$ cat src/rtl/rpd_pkg.sv
package rpd_pkg;

  typedef enum logic [1:0] {
    RATE_NONE   = 2'b00,
    RATE_FRAME  = 2'b01,
    RATE_LINE_A = 2'b10,
    RATE_LINE_B = 2'b11
  } rate_e;

  typedef struct packed {
    logic align;   // first falling edge after reset: restart divider
    logic sample;  // later falling edge: capture an error sample
    logic step;    // divider / watchdog advance this cycle
  } pdStrobe_t;

endpackage

$ cat src/rtl/rpd_ctrl.sv
module rpd_ctrl
  import rpd_pkg::*;
#(
  parameter int LEN_FRAME  = 48,
  parameter int LEN_LINE_A = 26,
  parameter int LEN_LINE_B = 20,
  parameter int CNT_W      = 7
) (
  input  logic             clk,
  input  logic             rstN,
  input  logic             refIn,
  input  logic [1:0]       selCode,
  input  logic             fbEn,
  output pdStrobe_t        strobe,
  output logic [CNT_W-1:0] divLen,
  output logic             selReserved,
  output logic             refFail
);

  localparam int SYNC_LEN = 3;

  logic [SYNC_LEN-1:0] refSync;
  rate_e               rateQ;
  logic                locked;
  logic                refFall;
  logic [CNT_W-1:0]    missCnt;
  logic [CNT_W-1:0]    missLimit;
  logic                failQ;

  // two synchronizer stages plus one history stage for edge detection
  always_ff @(posedge clk) begin
    if (!rstN) refSync <= '1;
    else       refSync <= {refSync[SYNC_LEN-2:0], refIn};
  end

  assign refFall = refSync[SYNC_LEN-1] & ~refSync[SYNC_LEN-2];

  // rate code is captured only while reset is held
  always_ff @(posedge clk) begin
    if (!rstN) rateQ <= rate_e'(selCode);
  end

  always_comb begin
    unique case (rateQ)
      RATE_FRAME:  divLen = CNT_W'(LEN_FRAME);
      RATE_LINE_A: divLen = CNT_W'(LEN_LINE_A);
      RATE_LINE_B: divLen = CNT_W'(LEN_LINE_B);
      default:     divLen = CNT_W'(LEN_LINE_B);
    endcase
  end

  assign selReserved = (rateQ == RATE_NONE);
  assign missLimit   = divLen << 1;

  always_ff @(posedge clk) begin
    if (!rstN)                       locked <= 1'b0;
    else if (refFall && !selReserved) locked <= 1'b1;
  end

  assign strobe.align  = refFall & ~locked & ~selReserved;
  assign strobe.sample = refFall &  locked & ~selReserved;
  assign strobe.step   = fbEn & ~selReserved;

  // missing-reference watchdog counted in divider steps
  always_ff @(posedge clk) begin
    if (!rstN)                                   missCnt <= '0;
    else if (selReserved)                        missCnt <= missCnt;
    else if (refFall)                            missCnt <= '0;
    else if (strobe.step && missCnt != missLimit) missCnt <= missCnt + 1'b1;
  end

  always_ff @(posedge clk) begin
    if (!rstN)                                     failQ <= 1'b0;
    else if (!selReserved && missCnt == missLimit) failQ <= 1'b1;
  end

  assign refFail = failQ;

endmodule

$ cat src/rtl/rpd_datapath.sv
module rpd_datapath
  import rpd_pkg::*;
#(
  parameter int CNT_W = 7,
  parameter int ERR_W = 5
) (
  input  logic                    clk,
  input  logic                    rstN,
  input  pdStrobe_t               strobe,
  input  logic [CNT_W-1:0]        divLen,
  output logic signed [ERR_W-1:0] errOut,
  output logic                    errValid
);

  typedef logic signed [CNT_W:0] wide_t;

  logic [CNT_W-1:0]        divCnt;
  logic [CNT_W-1:0]        halfLen;
  wide_t                   rawErr;
  logic signed [ERR_W-1:0] errSat;

  // feedback divider: wraps to 0 at each feedback edge
  always_ff @(posedge clk) begin
    if (!rstN)
      divCnt <= '0;
    else if (strobe.align)
      divCnt <= strobe.step ? CNT_W'(1) : '0;
    else if (strobe.step)
      divCnt <= (divCnt == divLen - 1'b1) ? '0 : divCnt + 1'b1;
  end

  assign halfLen = divLen >> 1;

  // nearest feedback edge: late reference positive, early negative
  always_comb begin
    if (divCnt <= halfLen) rawErr = wide_t'({1'b0, divCnt});
    else                   rawErr = wide_t'({1'b0, divCnt}) - wide_t'({1'b0, divLen});
  end

  generate
    if (ERR_W <= CNT_W) begin : g_clamp
      localparam wide_t ERR_HI = wide_t'((2 ** (ERR_W - 1)) - 1);
      localparam wide_t ERR_LO = wide_t'(-(2 ** (ERR_W - 1)));
      always_comb begin
        if (rawErr > ERR_HI)      errSat = ERR_HI[ERR_W-1:0];
        else if (rawErr < ERR_LO) errSat = ERR_LO[ERR_W-1:0];
        else                      errSat = rawErr[ERR_W-1:0];
      end
    end else begin : g_extend
      assign errSat = ERR_W'(rawErr);
    end
  endgenerate

  always_ff @(posedge clk) begin
    if (!rstN) begin
      errValid <= 1'b0;
      errOut   <= '0;
    end else begin
      errValid <= strobe.align | strobe.sample;
      if (strobe.align)       errOut <= '0;
      else if (strobe.sample) errOut <= errSat;
    end
  end

endmodule

$ cat src/rtl/ref_phase_det.sv
module ref_phase_det
  import rpd_pkg::*;
#(
  parameter int ERR_W      = 5,
  parameter int LEN_FRAME  = 48,
  parameter int LEN_LINE_A = 26,
  parameter int LEN_LINE_B = 20
) (
  input  logic                    clk,
  input  logic                    rstN,
  input  logic                    refIn,
  input  logic [1:0]              selCode,
  input  logic                    fbEn,
  output logic signed [ERR_W-1:0] errOut,
  output logic                    errValid,
  output logic                    selReserved,
  output logic                    refFail
);

  localparam int MAX_AB  = (LEN_LINE_A > LEN_LINE_B) ? LEN_LINE_A : LEN_LINE_B;
  localparam int MAX_LEN = (LEN_FRAME > MAX_AB) ? LEN_FRAME : MAX_AB;
  localparam int CNT_W   = $clog2(2 * MAX_LEN + 1);

  pdStrobe_t        strobe;
  logic [CNT_W-1:0] divLen;

  rpd_ctrl #(
    .LEN_FRAME (LEN_FRAME),
    .LEN_LINE_A(LEN_LINE_A),
    .LEN_LINE_B(LEN_LINE_B),
    .CNT_W     (CNT_W)
  ) u_ctrl (
    .clk        (clk),
    .rstN       (rstN),
    .refIn      (refIn),
    .selCode    (selCode),
    .fbEn       (fbEn),
    .strobe     (strobe),
    .divLen     (divLen),
    .selReserved(selReserved),
    .refFail    (refFail)
  );

  rpd_datapath #(
    .CNT_W(CNT_W),
    .ERR_W(ERR_W)
  ) u_dp (
    .clk     (clk),
    .rstN    (rstN),
    .strobe  (strobe),
    .divLen  (divLen),
    .errOut  (errOut),
    .errValid(errValid)
  );

endmodule

$ cat config.mk
export PLATFORM = sky130hd
export DESIGN_NAME = ref_phase_det
export DESIGN_NICKNAME = d
export VERILOG_FILES = /design/src/rtl/rpd_pkg.sv /design/src/rtl/rpd_ctrl.sv /design/src/rtl/rpd_datapath.sv /design/src/rtl/ref_phase_det.sv
export SDC_FILE = /design/constraint.sdc
export NUM_CORES = 1
export LEC_CHECK = 0
export ABC_AREA = 0
export ABC_CLOCK_PERIOD_IN_PS = 7000
export BUFFER_PORTS_ARGS = -buffer_cell sky130_fd_sc_hd__buf_2
export CORE_AREA = 2 2 76 78
export DETAILED_ROUTE_END_ITERATION = 8
export DIE_AREA = 0 0 78 80
export GPL_TIMING_DRIVEN = 0
export SLEW_MARGIN = 20
export SYNTH_ARGS = -nofsm -noshare
export SYNTH_HDL_FRONTEND = slang
export SYNTH_SLANG_ARGS = --single-unit
$ cat constraint.sdc
create_clock -name clk -period 7 [get_ports clk]
set_input_delay 1.4 -clock clk [delete_from_list [all_inputs] [get_ports clk]]
set_output_delay 1.4 -clock clk [all_outputs]
set_load 0.05 [all_outputs]
==> results of run 1 <==
-- cell families after synthesis --
group	synth area share
and+or+nand+nor	0.2638
adders and majority gates	0.1190
xor gates and xnor gates	0.08029
AOI/OAI and AO/OA	0.1720
DFF	0.3211
buffers and inverters	0.04373
-- power groups by stage --
stage	registers, mW	logic [mW]	clock network (mW)
3_5_place_dp	0.168	0.0615	0
5_1_grt	0.165	0.0701	0.103
6_report	0.164	0.0614	0.0923
2_1_floorplan	0.167	0.0471	0
3_3_place_gp	0.168	0.0601	0
4_1_cts	0.164	0.0618	0.0961
-- layout by cell type, fill, tap and decap left out, types with 3 or more instances in the layout --
master	instances
nor2b_1	5
nand2b_1	7
o21ai_0	7
clkbuf_8	3
nand2_1	22
a22o_1	3
nand4_1	6
and3_1	4
nand3_1	7
ha_1	15
nor2_1	24
a21oi_1	10
dfxtp_1	25
inv_1	10
xnor2_1	9
buf_2	14
xor2_1	7
clkbuf_1	6
o311a_1	3
-- per-layer routing --
layer	up-vias	global-route usage	routed length, um
met2	22	0.2293	1809
met3	8	0.01584	89
li1	782	-	-
met1	709	0.1661	1892
met5	-	0	0
met4	0	0.04561	72
-- state kept, by name (all words and copies together) (netlist names) --
register,flops
u_dp.errOut,5
u_dp.errValid,1
u_ctrl.refSync,3
u_ctrl.locked,1
u_ctrl.rateQ,2
u_ctrl.refFail,1
u_dp.divCnt,7
u_ctrl.missCnt,7
-- path summary, 6_finish.rpt --
path              depth (start not counted)                           end                          from
setup / recovery                         10   u_dp.errOut[1]$_SDFFE_PP0P_     u_ctrl.rateQ[0]$_DFFE_PN_
setup reg to reg                         10   u_dp.errOut[1]$_SDFFE_PP0P_     u_ctrl.rateQ[0]$_DFFE_PN_
hold reg to reg                           1  u_ctrl.refSync[1]$_SDFF_PN1_  u_ctrl.refSync[0]$_SDFF_PN1_
hold / removal                            1  u_ctrl.refSync[1]$_SDFF_PN1_  u_ctrl.refSync[0]$_SDFF_PN1_
-- stage by stage --
step           setup slack (ns)  utilization  power [mW]  cells  instance area (um2)
6_report                  3.969       0.3604      0.3180    301                 1948
5_1_grt                   3.724       0.3604      0.3379    301                 1948
3_5_place_dp              3.987       0.3516      0.2295    297                 1901
4_1_cts                   3.972       0.3604      0.3224    301                 1948
2_1_floorplan             4.361            -      0.2141    212                 1745
3_3_place_gp              4.042       0.3516      0.2279    297                 1901
-- worst max-delay path: stages (launching register included) --
cell,delay (ns)
edfxtp_1,0.44
inv_1,0.13
ha_1,0.35
inv_1,0.13
ha_1,0.41
nand2_1,0.07
o21ai_0,0.43
a31o_2,0.24
nand4_1,0.08
a22o_1,0.29
o311a_1,0.37
-- cell type report --
class / instances / area share
clock inverter: 1 / 0.003211
timing repair buffer: 13 / 0.03340
tap: 72 / 0.04624
clock buffer: 3 / 0.02119
inverter: 11 / 0.02119
multi-input combinational: 166 / 0.5690
buffer: 8 / 0.01798
sequential: 27 / 0.2877
==> flow_metrics.env, run 1 <==
export IMPL_critPathRequiredTime_ns=7.17
export IMPL_die_w_um=78
export IMPL_hold_violations=0
export IMPL_ys_warn_count=0
export IMPL_cts_path_max_buffers=2
export IMPL_max_freq_mhz=329.9
export IMPL_synth_area_mm2=0.001745
export IMPL_multi_input_area_mm2=0.001109
export IMPL_ys_seq_area_frac=0.3211
export IMPL_n_fill_cell=577
export IMPL_grt_setup_unrepaired="false"
export IMPL_period_minus_slack_ns=3.031
export IMPL_synthTopCellsByCount="25 x dfxtp_1, 24 x nor2_1, 22 x nand2_1"
export IMPL_status="finished, final reports clean"
export IMPL_port_buffers=13
export IMPL_power_density_mw_per_mm2=163.3
export IMPL_setup_tns_ns=0
export IMPL_clock_latency_ns=0.28
export IMPL_start_kind="flop"
export IMPL_async_flop_share=0
export IMPL_regToRegSetupSlack_ns=3.97
export IMPL_slew_headroom=0.4505
export IMPL_skew_ns=0.007600
export IMPL_vias=1521
export IMPL_dpl_hpwl_um=2990
export IMPL_cts_setup_buffers=0
export IMPL_hold_buffers=0
export IMPL_grt_max_degree=17
export IMPL_synthCells=212
export IMPL_critPathKind="reg2reg"
export IMPL_fin_crit_sh=0.4330
export IMPL_drt_antenna_violating_nets=0
export IMPL_synth_seq_cells=27
export IMPL_grt_usage=0.1310
export IMPL_avgViaCountPerCell=5.053
export IMPL_cap_violations=0
export IMPL_n_antenna_cell=0
export IMPL_area_growth_pct=11.61
export IMPL_path_clk_slew_ns=0.10
export IMPL_drc=0
export IMPL_arrival_ns=3.21
export IMPL_p_seq_frac=0.517
export IMPL_synth_edf_count=2
export IMPL_seq_area_um2=560.5
export IMPL_grt_pass1_vias=1443
export IMPL_cts_num_sinks=27
export IMPL_peakVddDrop_v=0.00008642
export IMPL_antenna_found_initial=0
export IMPL_layout_nets=252
export IMPL_whs_ns=0.4159
export IMPL_gp_congestion=0.8143
export IMPL_fp_row_count=27
export IMPL_cts_tree="yes"
export IMPL_synth_area_leaders="dfxtp_1 29%, ha_1 11%, nor2_1 5.2%"
export IMPL_yosys_area_top_type_share=0.2867
export IMPL_power_leakage_nw=0.8275
export IMPL_totalWireLength_um=3863
export IMPL_die_y_um=80
export IMPL_yosysMostFrequentCell="dfxtp_1"
export IMPL_postSynthAreaPerCell_um2=8.233
export IMPL_io_pins=14
export IMPL_clock_power_share=0.290
export IMPL_yosysTopAreaCell="dfxtp_1"
export IMPL_numCtsBuffers=3
export IMPL_dieArea_mm2=0.006240
export IMPL_core_mm2=0.005405
export IMPL_drv_slew=0
export IMPL_comb_power_share=0.193
export IMPL_hold_class="reg2reg"
export IMPL_start_util=0.3229
export IMPL_drt_iter0_drc=43
export IMPL_root_buffer="clkbuf_8"
export IMPL_post_drt_wl_per_cell_um=12.83
export IMPL_final_setup_viol_count=0
export IMPL_crit_path_end_kind="flop"
export IMPL_synth_main_ff_cell="dfxtp_1"
export IMPL_drt_pre_antenna_iters=4
export IMPL_grt_pass1_wl_um=6603
export IMPL_cts_htree_levels=1
export IMPL_globalRoute_totalOverflow=0
export IMPL_cts_repair_resized=0
export IMPL_yosys_cell_types_count=50
export IMPL_cp_max_fo=7
export IMPL_syn_nets=234
export IMPL_switching_share=0.2960
export IMPL_layout_drive_gt1_share=0.1004
export IMPL_internal_power_mw=0.2239
export IMPL_tightest_slew_ns=0.8173
export IMPL_p_sw_mw=0.09415
Power figures use the tool's default switching activity.
==> inputs of run 2 (changes only) <==
--- a/config.mk
+++ b/config.mk
@@ -6,7 +6,7 @@
 export NUM_CORES = 1
 export LEC_CHECK = 0
 export ABC_AREA = 0
-export ABC_CLOCK_PERIOD_IN_PS = 7000
+export ABC_CLOCK_PERIOD_IN_PS = 2500
 export BUFFER_PORTS_ARGS = -buffer_cell sky130_fd_sc_hd__buf_2
 export CORE_AREA = 2 2 76 78
 export DETAILED_ROUTE_END_ITERATION = 8
==> constraint.sdc (replaced) <==
create_clock -name clk -period 2.5 [get_ports clk]
set_input_delay 0.5 -clock clk [delete_from_list [all_inputs] [get_ports clk]]
set_output_delay 0.5 -clock clk [all_outputs]
set_load 0.05 [all_outputs]
==> flow_metrics.env, run 2 (synthesis gave the netlist of run 1 again) <==
export IMPL_numCtsBuffers=3
export IMPL_period_minus_slack_ns=2.659
export IMPL_r2r_end="u_dp.errOut[1]$_SDFFE_PP0P_"
export IMPL_totalWireLength_um=4318
export IMPL_vias=1590
export IMPL_port_buffers=13
export IMPL_fin_ws_ns=-0.1593
export IMPL_place_inst=297
export IMPL_fin_crit_sh=1.064
export IMPL_status="complete, but fails checks"
export IMPL_slew_headroom=0.6381
export IMPL_internal_power_mw=0.6650
export IMPL_dpl_hpwl_um=3021
export IMPL_max_freq_mhz=376.0
export IMPL_regToRegSetupSlack_ns=-0.16
export IMPL_die_y_um=80
export IMPL_drc=0
export IMPL_grt_setup_unrepaired="true"
export IMPL_cts_tree="yes"
export IMPL_cp_max_fo=4
export IMPL_io_pins=14
export IMPL_skew_ns=0.004357
export IMPL_drt_iter0_drc=80
export IMPL_n_antenna_cell=0
export IMPL_dpl_cell_area_mm2=0.001958
export IMPL_use_met3=0.01584
export IMPL_largestRegisters="u_ctrl.missCnt x7, u_dp.divCnt x7, u_dp.errOut x5"
export IMPL_critical_path_endpoint="u_dp.errOut[1]$_SDFFE_PP0P_"
export IMPL_grt_max_degree=16
export IMPL_area_growth_pct=26.16
export IMPL_power_density_mw_per_mm2=431.6
export IMPL_clock_latency_ns=0.28
export IMPL_use_met1=0.1732
export IMPL_start_util=0.3229
export IMPL_hold_class="in2reg"
export IMPL_crit_path_end_kind="flop"
export IMPL_path_clk_slew_ns=0.10
export IMPL_avgViaCountPerCell=5.064
export IMPL_globalRoute_totalOverflow=0
export IMPL_cts_num_sinks=27
export IMPL_final_setup_viol_count=4
export IMPL_antenna_found_initial=0
export IMPL_hold_buffers=0
export IMPL_grtUsageMet2=0.2664
export IMPL_p_sw_mw=0.2854
export IMPL_final_common_cell="dfxtp_1"
export IMPL_final_area_mm2=0.002202
export IMPL_fp_row_count=27
export IMPL_grt_pass1_wl_um=7141
export IMPL_cap_violations=0
export IMPL_die_w_um=78
export IMPL_post_drt_wl_per_cell_um=13.75
export IMPL_grt_usage=0.1428
export IMPL_power_mw=0.9504
export IMPL_p_seq_frac=0.484
export IMPL_gr_max_usage_layer="met2"
export IMPL_tightest_slew_ns=0.5392
export IMPL_gp_congestion=0.8056
export IMPL_critPathRequiredTime_ns=2.68
export IMPL_cts_htree_levels=1
export IMPL_start_kind="flop"
export IMPL_crit_reg2reg_launch="u_ctrl.rateQ[1]$_DFFE_PN_"
export IMPL_dieArea_mm2=0.006240
export IMPL_core_mm2=0.005405
export IMPL_drt_antenna_violating_nets=0
export IMPL_cts_path_max_buffers=2
export IMPL_grt_pass1_vias=1508
export IMPL_final_cell_mix="25 x dfxtp_1, 24 x nor2_1, 21 x nand2_1, 13 x buf_2, 12 x buf_4"
export IMPL_crit_start="u_ctrl.rateQ[1]$_DFFE_PN_"
export IMPL_drt_pre_antenna_iters=5
export IMPL_violations="negative setup slack"
export IMPL_layout_drive_gt1_share=0.2479
export IMPL_clock_power_share=0.269
export IMPL_power_leakage_nw=0.9220
export IMPL_drv_slew=0
export IMPL_arrival_ns=2.84
export IMPL_layout_nets=265
export IMPL_peakVddDrop_v=0.0002537
export IMPL_switching_share=0.3003
export IMPL_final_cells=314
export IMPL_root_buffer="clkbuf_8"
export IMPL_hold_violations=0
export IMPL_comb_power_share=0.247
export IMPL_r2r_cells=11
export IMPL_critPathKind="reg2reg"
run 2: changes by cell type in the layout (fill, tap and decap cells not counted), sizes merged:
cell    previous run  this run
clkinv             1         2
buf               15        29
inv               11        10
clkbuf             9         8
run 2: power by group through the flow:
stage,Sequential (mW),Clock (mW),Combinational (mW)
detailed placement,0.472,0,0.186
floorplan,0.469,0,0.146
global route,0.462,0.281,0.261
finish,0.460,0.255,0.235
CTS,0.461,0.261,0.208
global placement,0.471,0,0.182
run 2: layout make-up:
class | count | area, um2
buffer | 6 | 27.53
timing repair buffer | 28 | 192.7
tap | 72 | 90.09
fill | 581 | 3203
multi-input combinational | 166 | 1241
clock buffer | 3 | 41.29
sequential | 27 | 560.5
inverter | 11 | 43.79
clock inverter | 1 | 5.005
run 2: how the worst min path moves through the flow:
| stage | startpoint | endpoint | slack, ns | cells after the start |
|---|---|---|---|---|
| 2_1_floorplan | u_ctrl.refSync[0]$_SDFF_PN1_ | u_ctrl.refSync[1]$_SDFF_PN1_ | 0.39 | 1 |
| 3_3_place_gp | u_ctrl.refSync[0]$_SDFF_PN1_ | u_ctrl.refSync[1]$_SDFF_PN1_ | 0.39 | 1 |
| 3_5_place_dp | u_ctrl.refSync[0]$_SDFF_PN1_ | u_ctrl.refSync[1]$_SDFF_PN1_ | 0.40 | 1 |
| 4_1_cts | selCode[1] | u_ctrl.rateQ[1]$_DFFE_PN_ | 0.39 | 1 |
| 5_1_grt | selCode[1] | u_ctrl.rateQ[1]$_DFFE_PN_ | 0.39 | 1 |
| 6_report | selCode[1] | u_ctrl.rateQ[1]$_DFFE_PN_ | 0.39 | 1 |
run 2: critical path, cell delays in order (launching register included):
cell and delay, ns:
edfxtp_1 0.43, inv_2 0.09, buf_6 0.10, ha_4 0.13, inv_4 0.05, ha_4 0.27
nand2_4 0.05, or4_4 0.54, o21a_1 0.11, a21o_1 0.19, a22o_4 0.25, o311a_1 0.35
run 2: layer usage:
| layer | wire length (um) | vias up |
|---|---|---|
| met1 | 2009 | 750 |
| met4 | 31 | 0 |
| li1 | - | 808 |
| met3 | 125 | 5 |
| met5 | 0 | - |
| met2 | 2152 | 27 |
run 2: per-stage QoR:
stage                       util  setup TNS (ns)  worst slack, ns  hold WS, ns
after floorplan                -         -0.1831         -0.06104       0.3863
after CTS                 0.3896         -0.4603          -0.1532       0.3928
after global placement    0.3623         -0.9656          -0.2671       0.3919
final                     0.4074         -0.4128          -0.1593       0.3938
after global routing      0.4074         -0.7155          -0.2443       0.3868
after detailed placement  0.3623          -1.003          -0.2706       0.3980
run 2: what timing repair did:
item,in CTS,in global routing
resized for setup,7,17
endpoints found under the setup margin,4,10
buffers inserted,9,7
pin swaps,3,11
